File: src/rtl/cal_pkg.sv
`timescale 1ns/1ps
package cal_pkg;

   localparam int SEL_W  = 3;
   localparam int BYTE_W = 8;

   localparam logic [SEL_W-1:0] F_SEC  = 3'd0;
   localparam logic [SEL_W-1:0] F_MIN  = 3'd1;
   localparam logic [SEL_W-1:0] F_HOUR = 3'd2;
   localparam logic [SEL_W-1:0] F_DOW  = 3'd3;
   localparam logic [SEL_W-1:0] F_DATE = 3'd4;
   localparam logic [SEL_W-1:0] F_MON  = 3'd5;
   localparam logic [SEL_W-1:0] F_YEAR = 3'd6;
   localparam logic [SEL_W-1:0] F_STAT = 3'd7;

   typedef struct packed {
      logic [BYTE_W-1:0] year;
      logic [BYTE_W-1:0] mon;
      logic [BYTE_W-1:0] date;
      logic [BYTE_W-1:0] dow;
      logic [BYTE_W-1:0] hour;
      logic [BYTE_W-1:0] min;
      logic [BYTE_W-1:0] sec;
   } cal_t;

   localparam cal_t CAL_RESET = '{year: 8'h00, mon: 8'h01, date: 8'h01,
                                  dow: 8'h00, hour: 8'h00, min: 8'h00,
                                  sec: 8'h00};

   // two-digit BCD increment, low digit 9 carries into the high digit
   function automatic logic [7:0] bcd_inc(input logic [7:0] v);
      if (v[3:0] >= 4'd9) return {v[7:4] + 4'd1, 4'd0};
      else                return {v[7:4], v[3:0] + 4'd1};
   endfunction

   // leap when (10*hi + lo) mod 4 == 0, i.e. (2*hi + lo) mod 4 == 0
   function automatic logic is_leap(input logic [7:0] yr);
      logic [4:0] s;
      s = {yr[7:4], 1'b0} + {1'b0, yr[3:0]};
      return (s[1:0] == 2'b00);
   endfunction

   function automatic logic [7:0] last_day(input logic [7:0] mon,
                                           input logic [7:0] yr);
      case (mon)
         8'h02:                      return is_leap(yr) ? 8'h29 : 8'h28;
         8'h04, 8'h06, 8'h09, 8'h11: return 8'h30;
         default:                    return 8'h31;
      endcase
   endfunction

endpackage

File: src/rtl/cal_prescaler.sv
`timescale 1ns/1ps
module cal_prescaler #(
   parameter int TICK_DIV = 32768
) (
   input  logic clk,
   input  logic rst_n,
   input  logic ref_tick,
   input  logic clr,
   output logic sec_tick
);
   localparam int  CNT_W  = (TICK_DIV > 2) ? $clog2(TICK_DIV) : 1;
   localparam bit  IS_POW2 = ((TICK_DIV & (TICK_DIV - 1)) == 0);
   localparam logic [CNT_W-1:0] LAST = CNT_W'(TICK_DIV - 1);

   logic [CNT_W-1:0] cnt_q;
   logic             at_last;

   assign at_last  = (cnt_q == LAST);
   assign sec_tick = ref_tick & ~clr & at_last;

   generate
      if (IS_POW2) begin : g_pow2
         // counter wraps on its own width
         always_ff @(posedge clk or negedge rst_n) begin
            if (!rst_n)        cnt_q <= '0;
            else if (clr)      cnt_q <= '0;
            else if (ref_tick) cnt_q <= cnt_q + 1'b1;
         end
      end else begin : g_mod
         always_ff @(posedge clk or negedge rst_n) begin
            if (!rst_n)        cnt_q <= '0;
            else if (clr)      cnt_q <= '0;
            else if (ref_tick) cnt_q <= at_last ? '0 : cnt_q + 1'b1;
         end
      end
   endgenerate

endmodule

File: src/rtl/cal_chain.sv
`timescale 1ns/1ps
module cal_chain
   import cal_pkg::*;
(
   input  logic              clk,
   input  logic              rst_n,
   input  logic              tick,
   input  logic              load,
   input  logic [SEL_W-1:0]  load_sel,
   input  logic [BYTE_W-1:0] load_data,
   output cal_t              cur
);
   cal_t cur_q, nxt;
   logic c_min, c_hour, c_day, c_mon, c_year;

   always_comb begin
      nxt    = cur_q;
      c_min  = 1'b0;
      c_hour = 1'b0;
      c_day  = 1'b0;
      c_mon  = 1'b0;
      c_year = 1'b0;
      if (load) begin
         case (load_sel)
            F_SEC:   nxt.sec  = load_data;
            F_MIN:   nxt.min  = load_data;
            F_HOUR:  nxt.hour = load_data;
            F_DOW:   nxt.dow  = load_data;
            F_DATE:  nxt.date = load_data;
            F_MON:   nxt.mon  = load_data;
            F_YEAR:  nxt.year = load_data;
            default: nxt      = cur_q;
         endcase
      end else if (tick) begin
         if (cur_q.sec >= 8'h59) begin
            nxt.sec = 8'h00;
            c_min   = 1'b1;
         end else begin
            nxt.sec = bcd_inc(cur_q.sec);
         end
         if (c_min) begin
            if (cur_q.min >= 8'h59) begin
               nxt.min = 8'h00;
               c_hour  = 1'b1;
            end else begin
               nxt.min = bcd_inc(cur_q.min);
            end
         end
         if (c_hour) begin
            if (cur_q.hour >= 8'h23) begin
               nxt.hour = 8'h00;
               c_day    = 1'b1;
            end else begin
               nxt.hour = bcd_inc(cur_q.hour);
            end
         end
         if (c_day) begin
            nxt.dow = (cur_q.dow >= 8'h06) ? 8'h00 : cur_q.dow + 8'h01;
            if (cur_q.date >= last_day(cur_q.mon, cur_q.year)) begin
               nxt.date = 8'h01;
               c_mon    = 1'b1;
            end else begin
               nxt.date = bcd_inc(cur_q.date);
            end
         end
         if (c_mon) begin
            if (cur_q.mon >= 8'h12) begin
               nxt.mon = 8'h01;
               c_year  = 1'b1;
            end else begin
               nxt.mon = bcd_inc(cur_q.mon);
            end
         end
         if (c_year) begin
            nxt.year = (cur_q.year >= 8'h99) ? 8'h00 : bcd_inc(cur_q.year);
         end
      end
   end

   always_ff @(posedge clk or negedge rst_n) begin
      if (!rst_n) cur_q <= CAL_RESET;
      else        cur_q <= nxt;
   end

   assign cur = cur_q;

endmodule

File: src/rtl/cal_snapshot.sv
`timescale 1ns/1ps
module cal_snapshot
   import cal_pkg::*;
(
   input  logic              clk,
   input  logic              rst_n,
   input  logic              capture,
   input  cal_t              live,
   input  logic              flag,
   input  logic [SEL_W-1:0]  sel,
   output cal_t              held,
   output logic [BYTE_W-1:0] data
);
   cal_t held_q;

   always_ff @(posedge clk or negedge rst_n) begin
      if (!rst_n)       held_q <= CAL_RESET;
      else if (capture) held_q <= live;
   end

   always_comb begin
      case (sel)
         F_SEC:   data = held_q.sec;
         F_MIN:   data = held_q.min;
         F_HOUR:  data = held_q.hour;
         F_DOW:   data = held_q.dow;
         F_DATE:  data = held_q.date;
         F_MON:   data = held_q.mon;
         F_YEAR:  data = held_q.year;
         default: data = {{(BYTE_W-1){1'b0}}, flag};
      endcase
   end

   assign held = held_q;

endmodule

File: src/rtl/clock_calendar.sv
`timescale 1ns/1ps
module clock_calendar
   import cal_pkg::*;
#(
   parameter int TICK_DIV = 32768
) (
   input  logic              clk,
   input  logic              rst_n,
   input  logic              ref_tick,
   input  logic              wr_en,
   input  logic [SEL_W-1:0]  wr_sel,
   input  logic [BYTE_W-1:0] wr_data,
   input  logic              snap_req,
   input  logic [SEL_W-1:0]  rd_sel,
   output logic [BYTE_W-1:0] rd_data,
   output logic              pwr_fail
);
   generate
      if (TICK_DIV < 2) begin : g_bad_div
         $error("clock_calendar: TICK_DIV must be at least 2");
      end
   endgenerate

   logic field_wr;
   logic sec_tick;
   logic pf_q;
   cal_t live_q;
   cal_t snap_q;

   assign field_wr = wr_en & (wr_sel != F_STAT);

   cal_prescaler #(.TICK_DIV(TICK_DIV)) u_presc (
      .clk      (clk),
      .rst_n    (rst_n),
      .ref_tick (ref_tick),
      .clr      (field_wr),
      .sec_tick (sec_tick)
   );

   cal_chain u_chain (
      .clk       (clk),
      .rst_n     (rst_n),
      .tick      (sec_tick),
      .load      (field_wr),
      .load_sel  (wr_sel),
      .load_data (wr_data),
      .cur       (live_q)
   );

   always_ff @(posedge clk or negedge rst_n) begin
      if (!rst_n)        pf_q <= 1'b1;
      else if (field_wr) pf_q <= 1'b0;
   end

   assign pwr_fail = pf_q;

   cal_snapshot u_snap (
      .clk     (clk),
      .rst_n   (rst_n),
      .capture (snap_req),
      .live    (live_q),
      .flag    (pf_q),
      .sel     (rd_sel),
      .held    (snap_q),
      .data    (rd_data)
   );

endmodule

File: config.mk
export PLATFORM = sky130hd
export DESIGN_NAME = clock_calendar
export DESIGN_NICKNAME = d
export VERILOG_FILES = /design/src/rtl/cal_pkg.sv /design/src/rtl/cal_prescaler.sv /design/src/rtl/cal_chain.sv /design/src/rtl/cal_snapshot.sv /design/src/rtl/clock_calendar.sv
export SDC_FILE = /design/constraint.sdc
export NUM_CORES = 1
export LEC_CHECK = 0
export BUFFER_PORTS_ARGS = -buffer_cell sky130_fd_sc_hd__buf_2
export CAP_MARGIN = 10
export CORE_UTILIZATION = 40
export DETAILED_ROUTE_END_ITERATION = 8
export PLACE_DENSITY_LB_ADDON = 0.15
export RECOVER_POWER = 50
export SLEW_MARGIN = 10
export SYNTH_ARGS = -nofsm -noshare
export SYNTH_HDL_FRONTEND = slang
export SYNTH_HIERARCHICAL = 1
export SYNTH_SLANG_ARGS = --single-unit
File: constraint.sdc
create_clock -name clk -period 6.8 [get_ports clk]
set_clock_uncertainty 0.15 [all_clocks]
set_input_delay 1.36 -clock clk [delete_from_list [all_inputs] [get_ports clk]]
set_output_delay 1.36 -clock clk [all_outputs]
set_load 0.05 [all_outputs]
==> reports/qor.yml, run 1 <==
placedCellCount: 910
routabilityCongestion: 0.845
p_int_mw: 1.96
grt_max_degree: 68
grt_overflow_total: 0
syn-instance-count: 675
area_growth_pct: 12.6
period_minus_slack_ps: 4560
swShare_pct: 35.6
slew_viol_final: 120
io_pins: 28
leakage_nw: 3.65
grt_pass1_vias: 5372
htreeDepth: 4
die_w_um: 138
arrival_ps: 3050
drc: 0
cts_hold_buf: 0
die_area_um2: 19000
totalPowerFinal_mw: 3.05
hold_slack_ps: 355
use_met1_pct: 29.7
clkTransAtPathRegs_ps: 50
syn-num-nets: 732
slowest_delay_ps: 410
power_density_nw_per_um2: 367
r2r_slack_ps: 3010
syn_area_per_cell_um2: 10.9
cts_buffers: 17
core_region_area_um2: 18000
drive_gt1_share_pct: 25.0
ys_seq_area_share_pct: 43.5
antenna_found_initial: 0
fmax_mhz: 219
ys_seq_elements: 128
via_per_inst: 5.84
crit_required_ps: 5290
clock_power_share_pct: 30.7
ant_nets: 0
status: "complete, but fails checks"
avgRoutedWirePerCell_um: 20.8
syn-cell-area_um2: 7380
dr.pass1.iters: 5
start_util_pct: 40.9
met2_usage_pct: 36.1
layout.cells.most_common: "dfrtp_1"
crit_top_cell: "buf_2"
maxSlewHeadroom_pct: -128
finalNonFillerCells: 942
critPathKind: "input port to output port"
ys.flop_type: "dfrtp_1"
cts_resized: 0
worst_pin_slew_ps: 3420
diodes: 0
hold_viol_final: 0
setup_slack_ps: 2240
cts_buffer_depth: 2
cts_sinks: 128
ir_worst_vdd_mv: 0.184
post-place-ws_ps: 2280
end_kind: "output port"
cts_setup_buffers: 0
placed_area_um2: 7720
track_usage_pct: 22.3
fin_nets: 757
ys_types: 79
setup_violations: 0
cp_max_fo: 19
hold_path.class: "flop to flop"
mostFrequentLayoutCells: "123 x dfrtp_1, 88 x mux2_2, 40 x nand2_1"
crit_chain: "buf_2 -> nor2b_1 -> a221oi_1 -> o22ai_1 -> buf_2"
fin_area_um2: 8310
drt_iter0_drc: 421
grt_first_pass_wirelength_mm: 30.8
fill_cells: 1680
violations: "capacitance limit, slew limit"
fin_util_pct: 46.1
die_y_um: 138
max_cap_viol_count: 2
p_seq_share_pct: 42.1
ys_async_sr_fraction_pct: 100
cp-start-kind: "input port"
yosysWarnings: 6
rsz0062_at_grt: "false"
vias: 5505
cts_tree: "yes"
switchingPower_mw: 1.09
tns_ps: 0
num_rows: 49
use_met3_pct: 4.93
fin_crit_sh_pct: 67.1
wirelength_mm: 19.6
power_frac_comb_pct: 27.2
top_usage_layer: "met2"
io_buffers: 27
ctsRootBufferMaster: "clkbuf_16"
hpwl_mm: 14.1
synth_edf_count: 0
clock_latency_ps: 420
critPathSlowestCell: "nor2b_1"
-- per-layer routing --
layer | share of wire (%) | up-vias
met2 | 48 | 129
met4 | 1.8 | 0
met3 | 4.2 | 24
li1 | - | 2573
met1 | 46 | 2779
met5 | 0 | -
-- layout make-up --
cell class              instances  area [um^2]  share of cell area [%]
clock buffers                  20          447                    5.37
repair buffers                 31          159                    1.91
inverters                      39          146                    1.76
multi-input cells             483         3900                    47.0
well taps                     229          287                    3.45
flip-flops and latches        128         3210                    38.6
clock inverters                12          160                    1.93
-- worst max-delay path, delay by kind of cell --
family	cells	cell delay [ps]
AOI/OAI and AO/OA	2	560
and+or+nand+nor	1	410
buffers and inverters	2	710
-- cell families (layout without fill, tap and decap cells) --
family | count (synthesis) | in the layout | share of synthesized area, %
flip-flops | 128 | 128 | 43.5
buffers and inverters | 64 | 102 | 3.61
multiplexers | 100 | 100 | 15.8
XOR/XNOR | 5 | 5 | 0.593
AND/OR/NAND/NOR | 167 | 167 | 13.1
adder cells (fa/ha/maj) | 38 | 38 | 6.44
AO/OA/AOI/OAI | 173 | 173 | 17.0
-- worst paths after layout --
| check | cells after the start | start | endpoint |
|---|---|---|---|
| max | 5 | rd_sel[0] | rd_data[1] |
| min in group asynchronous | 1 | rst_n | u_snap/held[45]$_DFFE_PN0P_ |
| min | 1 | u_snap/held[34]$_DFFE_PN0P_ | u_snap/held[34]$_DFFE_PN0P_ |
| max in group asynchronous | 2 | rst_n | u_chain/cur[10]$_DFFE_PN0P_ |
| min reg2reg | 1 | u_snap/held[34]$_DFFE_PN0P_ | u_snap/held[34]$_DFFE_PN0P_ |
| max reg2reg | 13 | u_chain/cur[40]$_DFFE_PN1P_ | u_chain/cur[48]$_DFFE_PN0P_ |
-- power by group through the flow --
| stage | sequential [mW] | combinational, mW | clock (mW) |
|---|---|---|---|
| 2_1_floorplan | 1.15 | 0.666 | 0 |
| 3_3_place_gp | 1.29 | 0.790 | 0 |
| 3_5_place_dp | 1.29 | 0.819 | 0 |
| 4_1_cts | 1.28 | 0.824 | 0.956 |
| 5_1_grt | 1.32 | 0.924 | 0.988 |
| 6_report | 1.28 | 0.828 | 0.935 |
-- sequential cells by signal, summed over array words and instances (netlist names) --
name	cells
pwr_fail	1
u_chain/cur	56
u_snap/held	56
u_presc/cnt_q	15
-- cell usage after synthesis, types with 5 or more instances --
cell type  number  share of area, %
and2_1          8              0.68
or4_1           6              0.61
o211ai_1        8              0.81
clkbuf_1        9              0.46
nand2_1        40               2.0
o221ai_1        7              0.83
a22oi_1        13               1.3
dfstp_2         5               1.8
o31ai_1        11               1.1
nor2_1         28               1.4
dfrtp_1       123                42
inv_1          39               2.0
ha_1           38               6.4
nand3_1        24               1.6
nor2b_1        12               1.0
or3_1           5              0.42
mux2i_1         7              0.95
a21oi_1        25               1.7
nand2b_1        5              0.42
a21boi_0        5              0.51
buf_2          14              0.95
o21ai_0        39               2.6
a31oi_1         9              0.76
mux2_2         88                13
a22o_1          7              0.83
(Power assumes the default switching activity.)
==> run 2: changes to the inputs <==
==> constraint.sdc (replaced) <==
create_clock -name clk -period 3.87 [get_ports clk]
set_clock_uncertainty 0.15 [all_clocks]
set_input_delay 0.774 -clock clk [delete_from_list [all_inputs] [get_ports clk]]
set_output_delay 0.774 -clock clk [all_outputs]
set_load 0.05 [all_outputs]
==> reports/qor.yml, run 2 (synthesis results as in run 1) <==
status: "complete, but fails checks"  # unchanged
violations: "capacitance limit, slew limit"  # unchanged
diodes: 0  # unchanged
highest_layer: "met4"  # unchanged
cts_sinks: 128  # unchanged
power_density_nw_per_um2: 648  # was 367 nW/um^2
tns_ps: 0  # unchanged
hold-path-cell-count: 1  # unchanged
grt_max_degree: 79  # was 68
cts_buffers: 17  # unchanged
reg2reg_depth: 13  # unchanged
post-place-ws_ps: 233  # was 2280 ps
period_minus_slack_ps: 3670
cts_hold_buf: 0  # unchanged
fin_nets: 769  # was 757
die_y_um: 138  # unchanged
grt_overflow_total: 0  # unchanged
placedCellCount: 922  # was 910
dr.pass1.iters: 5  # unchanged
ir_worst_vdd_mv: 0.336  # was 0.184 mV
cts_setup_buffers: 0  # unchanged
clock_power_share_pct: 32.0  # was 30.7%
power_frac_comb_pct: 27.8  # was 27.2%
grt_first_pass_wirelength_mm: 30.8  # about the same
cts_resized: 0  # unchanged
p_int_mw: 3.57  # was 1.96 mW
clkTransAtPathRegs_ps: 60  # was 50 ps
wl_met3_mm: 1.12  # was 831 um
num_rows: 49  # unchanged
avgRoutedWirePerCell_um: 20.7  # was 20.8 um
switchingPower_mw: 1.90  # was 1.09 mW
setup_violations: 0  # unchanged
r2r_slack_ps: 200  # was 3010 ps
clock_latency_ps: 430  # was 420 ps
cp-start-kind: "flop"  # was input port
die_w_um: 138  # unchanged
drive_gt1_share_pct: 26.5  # was 25.0%
cts_tree: "yes"  # unchanged
routabilityCongestion: 0.833  # was 0.845
fmax_mhz: 272
drt-met1-wl_mm: 9.17  # was 9.03 mm
grt_pass1_vias: 5353  # was 5372
drc: 0  # unchanged
p_seq_share_pct: 40.2  # was 42.1%
multi_input_area_um2: 3900  # about the same
drt_iter0_drc: 418  # was 421
die_area_um2: 19000  # unchanged
regArea_um2: 3210  # unchanged
vias: 5605  # was 5505
fin_crit_sh_pct: 94.9
totalPowerFinal_mw: 5.47  # was 3.05 mW
cts_buffer_depth: 2  # unchanged
wl_met2_mm: 9.11  # was 9.41 mm
finalNonFillerCells: 954  # was 942
hold_slack_ps: 352  # was 355 ps
fill_cells: 1652  # was 1680
antenna_found_initial: 0  # unchanged
ant_nets: 0  # unchanged
maxSlewHeadroom_pct: -36.9  # was -128%
layout.cells.most_common: "dfrtp_1"  # unchanged
hold_path.class: "flop to flop"  # unchanged
io_pins: 28  # unchanged
hpwl_mm: 14.2  # was 14.1 mm
crit_required_ps: 4020  # was 5290 ps
start_util_pct: 40.9  # unchanged
htreeDepth: 4  # unchanged
leakage_nw: 3.72  # was 3.65 nW
core_region_area_um2: 18000  # unchanged
area_growth_pct: 14.3  # was 12.6%
max_cap_viol_count: 2  # unchanged
arrival_ps: 3830  # was 3050 ps
swShare_pct: 34.7  # was 35.6%
ctsRootBufferMaster: "clkbuf_16"  # unchanged
cp_max_fo: 6  # was 19
setup_slack_ps: 196  # was 2240 ps
slew_viol_final: 136  # was 120
wirelength_mm: 19.8  # was 19.6 mm
critPathKind: "flop to flop"  # was input port to output port
io_buffers: 27  # unchanged
hold_viol_final: 0  # unchanged
worst_pin_slew_ps: 2050  # was 3420 ps
track_usage_pct: 22.3  # about the same
end_kind: "flop"  # was output port
rsz0062_at_grt: "false"  # unchanged
via_per_inst: 5.88  # was 5.84
mostFrequentLayoutCells: "123 x dfrtp_1, 88 x mux2_2, 40 x nand2_1"  # unchanged
[run 2: cell count changes in the layout (fill, tap and decap cells not counted), sizes merged]
cell | previous run | this run
bufinv | 3 | 4
inv | 40 | 41
clkbuf | 23 | 26
clkinvlp | 1 | 2
clkinv | 7 | 4
buf | 28 | 37
[run 2: worst paths after layout]
check	from	endpoint
max	u_chain/cur[40]$_DFFE_PN1P_	u_chain/cur[38]$_DFFE_PN0P_
min	pwr_fail$_DFFE_PN1P_	pwr_fail$_DFFE_PN1P_
max reg2reg	u_chain/cur[40]$_DFFE_PN1P_	u_chain/cur[38]$_DFFE_PN0P_
min reg2reg	pwr_fail$_DFFE_PN1P_	pwr_fail$_DFFE_PN1P_
max in group asynchronous	rst_n	u_snap/held[7]$_DFFE_PN0P_
min in group asynchronous	rst_n	u_snap/held[44]$_DFFE_PN0P_
[run 2: power groups by stage]
stage,clock network [mW],logic [mW],registers [mW]
2_1_floorplan,0,1.17,2.03
3_3_place_gp,0,1.46,2.20
3_5_place_dp,0,1.49,2.22
4_1_cts,1.78,1.51,2.19
5_1_grt,1.84,1.67,2.26
6_report,1.75,1.52,2.20
[run 2: routing by layer]
layer / GRT usage [%] / vias to the layer above
li1: - / 2590
met1: 30.8 / 2791
met2: 34.3 / 202
met3: 4.82 / 22
met4: 7.97 / 0
met5: 0 / -
[run 2: cell type report]
class | count | area share (%)
flip-flops and latches | 128 | 38.1
multi-input cells | 483 | 46.3
repair buffers | 43 | 2.85
clock inverters | 12 | 2.14
well taps | 229 | 3.40
clock buffers | 20 | 5.53
inverters | 39 | 1.74
[run 2: worst max-delay path: stages (launching register included)]
cell,delay [ps]
dfstp_2,570
inv_1,110
ha_1,270
o211ai_1,200
a21oi_1,90
a31oi_1,160
nor3_1,80
a21oi_1,150
ha_1,250
nor4b_2,270
nor2_1,110
or3b_1,480
a21oi_2,290
mux2_2,370
[run 2: through the flow]
stage	area, um^2	utilization (%)
final	8430	46.8
after global routing	8430	46.8
after CTS	8450	46.9
after detailed placement	7810	43.3
after global placement	7810	43.3
after floorplan	7380	-
==> run 3: changes to the inputs <==
==> constraint.sdc (replaced) <==
create_clock -name clk -period 3.87 [get_ports clk]
set_clock_uncertainty 0.15 [all_clocks]
set_input_delay 0.774 -clock clk [delete_from_list [all_inputs] [get_ports clk]]
set_output_delay 0.774 -clock clk [all_outputs]
set_load 0.005 [all_outputs]
==> reports/qor.yml, run 3 (synthesis results as in run 1) <==
end_kind: "flop"  # unchanged
hold_end: "u_snap/held[4]$_DFFE_PN0P_"  # was pwr_fail$_DFFE_PN1P_
hp-start: "u_snap/held[4]$_DFFE_PN0P_"  # was pwr_fail$_DFFE_PN1P_
fin_crit_sh_pct: 92.6  # was 94.9%
slew_viol_final: 136  # unchanged
violations: "capacitance limit, slew limit"  # unchanged
p_seq_share_pct: 41.8  # was 40.2%
maxSlewHeadroom_pct: -40.3  # was -36.9%
diodes: 0  # unchanged
p_int_mw: 3.50  # was 3.57 mW
clkTransAtPathRegs_ps: 60  # about the same
io_pins: 28  # unchanged
top_usage_layer: "met2"  # unchanged
switchingPower_mw: 1.75  # was 1.90 mW
drt_iter0_drc: 456  # was 418
setup_violations: 0  # unchanged
via_per_inst: 5.82  # was 5.88
vias: 5545  # was 5605
cp_max_fo: 6  # unchanged
io_buffers: 27  # unchanged
crit_required_ps: 4020  # about the same
slowest_delay_ps: 570  # about the same
post-place-ws_ps: 261  # was 233 ps
die_w_um: 138  # unchanged
cts_hold_buf: 0  # unchanged
tns_ps: 0  # unchanged
placedCellCount: 921  # was 922
dr.pass1.iters: 5  # unchanged
reg2reg_to: "u_chain/cur[38]$_DFFE_PN0P_"  # unchanged
area_growth_pct: 13.5  # was 14.3%
use_met3_pct: 5.96  # was 4.82%
start_util_pct: 40.9  # unchanged
fin_util_pct: 46.5  # was 46.8%
fin_nets: 768  # was 769
leakage_nw: 3.70  # was 3.72 nW
totalPowerFinal_mw: 5.25  # was 5.47 mW
placed_area_um2: 7800  # was 7810 um^2
period_minus_slack_ps: 3580  # was 3670 ps
clock_latency_ps: 420  # was 430 ps
ctsRootBufferMaster: "clkbuf_16"  # unchanged
worst_pin_slew_ps: 2100  # was 2050 ps
swShare_pct: 33.4  # was 34.7%
power_density_nw_per_um2: 627  # was 648 nW/um^2
setup_slack_ps: 286  # was 196 ps
track_usage_pct: 22.2  # was 22.3%
cts_tree: "yes"  # unchanged
fill_cells: 1663  # was 1652
use_met1_pct: 30.0  # was 30.8%
cts_sinks: 128  # unchanged
status: "complete, but fails checks"  # unchanged
wirelength_mm: 19.7  # was 19.8 mm
die_y_um: 138  # unchanged
cts_buffers: 17  # unchanged
rr_startpoint: "u_chain/cur[40]$_DFFE_PN1P_"  # unchanged
routabilityCongestion: 0.832  # was 0.833
met2_usage_pct: 34.1  # was 34.3%
cts_resized: 0  # unchanged
hold_viol_final: 0  # unchanged
ant_nets: 0  # unchanged
htreeDepth: 4  # unchanged
finalNonFillerCells: 953  # was 954
core_region_area_um2: 18000  # unchanged
num_rows: 49  # unchanged
drive_gt1_share_pct: 25.7  # was 26.5%
avgRoutedWirePerCell_um: 20.6  # was 20.7 um
grt_first_pass_wirelength_mm: 30.6  # was 30.8 mm
rsz0062_at_grt: "false"  # unchanged
r2r_slack_ps: 290  # was 200 ps
hpwl_mm: 14.1  # was 14.2 mm
max_cap_viol_count: 2  # unchanged
layout.cells.most_common: "dfrtp_1"  # unchanged
critPathSlowestCell: "dfstp_2"  # unchanged
critPathKind: "flop to flop"  # unchanged
die_area_um2: 19000  # unchanged
crit_chain: "inv_1 -> ha_1 -> o211ai_1 -> a21oi_1 -> a31oi_1 -> nor3_1 -> a21oi_1 -> ha_1 -> nor4b_2 -> nor2_1 -> or3b_1 -> a21oi_2 -> mux2_2"  # unchanged
cts_setup_buffers: 0  # unchanged
drc: 0  # unchanged
fmax_mhz: 279  # was 272 MHz
cp-start-kind: "flop"  # unchanged
hold-path-cell-count: 1  # unchanged
grt_overflow_total: 0  # unchanged
antenna_found_initial: 0  # unchanged
mostFrequentLayoutCells: "123 x dfrtp_1, 88 x mux2_2, 40 x nand2_1"  # unchanged
reg2reg_depth: 13  # unchanged
fin_area_um2: 8370  # was 8430 um^2
power_frac_comb_pct: 27.2  # was 27.8%
hold_slack_ps: 355  # was 352 ps
grt_pass1_vias: 5381  # was 5353
grt_max_degree: 79  # unchanged
ir_worst_vdd_mv: 0.329  # was 0.336 mV
arrival_ps: 3730  # was 3830 ps
hold_path.class: "flop to flop"  # unchanged
cts_buffer_depth: 2  # unchanged
clock_power_share_pct: 31.0  # was 32.0%
[run 3: cell count changes in the layout (fill, tap and decap cells not counted), sizes merged]
cell and change:
clkbuf +5, buf -1, clkinvlp -2, bufinv -1, inv -2
[run 3: cell type report]
| class | count | area [um^2] | share of cell area [%] |
|---|---|---|---|
| clock buffers | 25 | 485 | 5.80 |
| clock inverters | 7 | 110 | 1.31 |
| inverters | 39 | 146 | 1.75 |
| multi-input cells | 483 | 3900 | 46.6 |
| flip-flops and latches | 128 | 3210 | 38.3 |
| well taps | 229 | 287 | 3.42 |
| repair buffers | 42 | 233 | 2.78 |
[run 3: power groups by stage]
stage / Sequential, mW / Combinational [mW] / Clock [mW]
floorplan: 2.03 / 1.08 / 0
global placement: 2.20 / 1.37 / 0
detailed placement: 2.21 / 1.41 / 0
CTS: 2.19 / 1.42 / 1.66
global route: 2.26 / 1.58 / 1.72
finish: 2.19 / 1.42 / 1.63
[run 3: worst max-delay path: cells and delay by family, from the launching register on]
family,cells,cell delay (ps)
flops,1,570
fa+ha+maj,2,500
buf+inv,1,100
simple gates,4,950
compound gates,5,820
mux,1,380
[run 3: worst max-delay path by stage]
| stage | from | end | cells after the start |
|---|---|---|---|
| 5_1_grt | u_chain/cur[40]$_DFFE_PN1P_ | u_chain/cur[38]$_DFFE_PN0P_ | 13 |
| 3_5_place_dp | ref_tick | u_chain/cur[29]$_DFFE_PN0P_ | 9 |
| 4_1_cts | u_chain/cur[40]$_DFFE_PN1P_ | u_chain/cur[38]$_DFFE_PN0P_ | 13 |
| 2_1_floorplan | ref_tick | u_chain/cur[52]$_DFFE_PN0P_ | 8 |
| 3_3_place_gp | ref_tick | u_chain/cur[52]$_DFFE_PN0P_ | 8 |
| 6_report | u_chain/cur[40]$_DFFE_PN1P_ | u_chain/cur[38]$_DFFE_PN0P_ | 13 |
[run 3: routing by layer]
layer	share of wire [%]	wire (um)
met1	46	9120
met2	45	8930
met3	5.9	1160
met4	2.3	447
met5	0	0
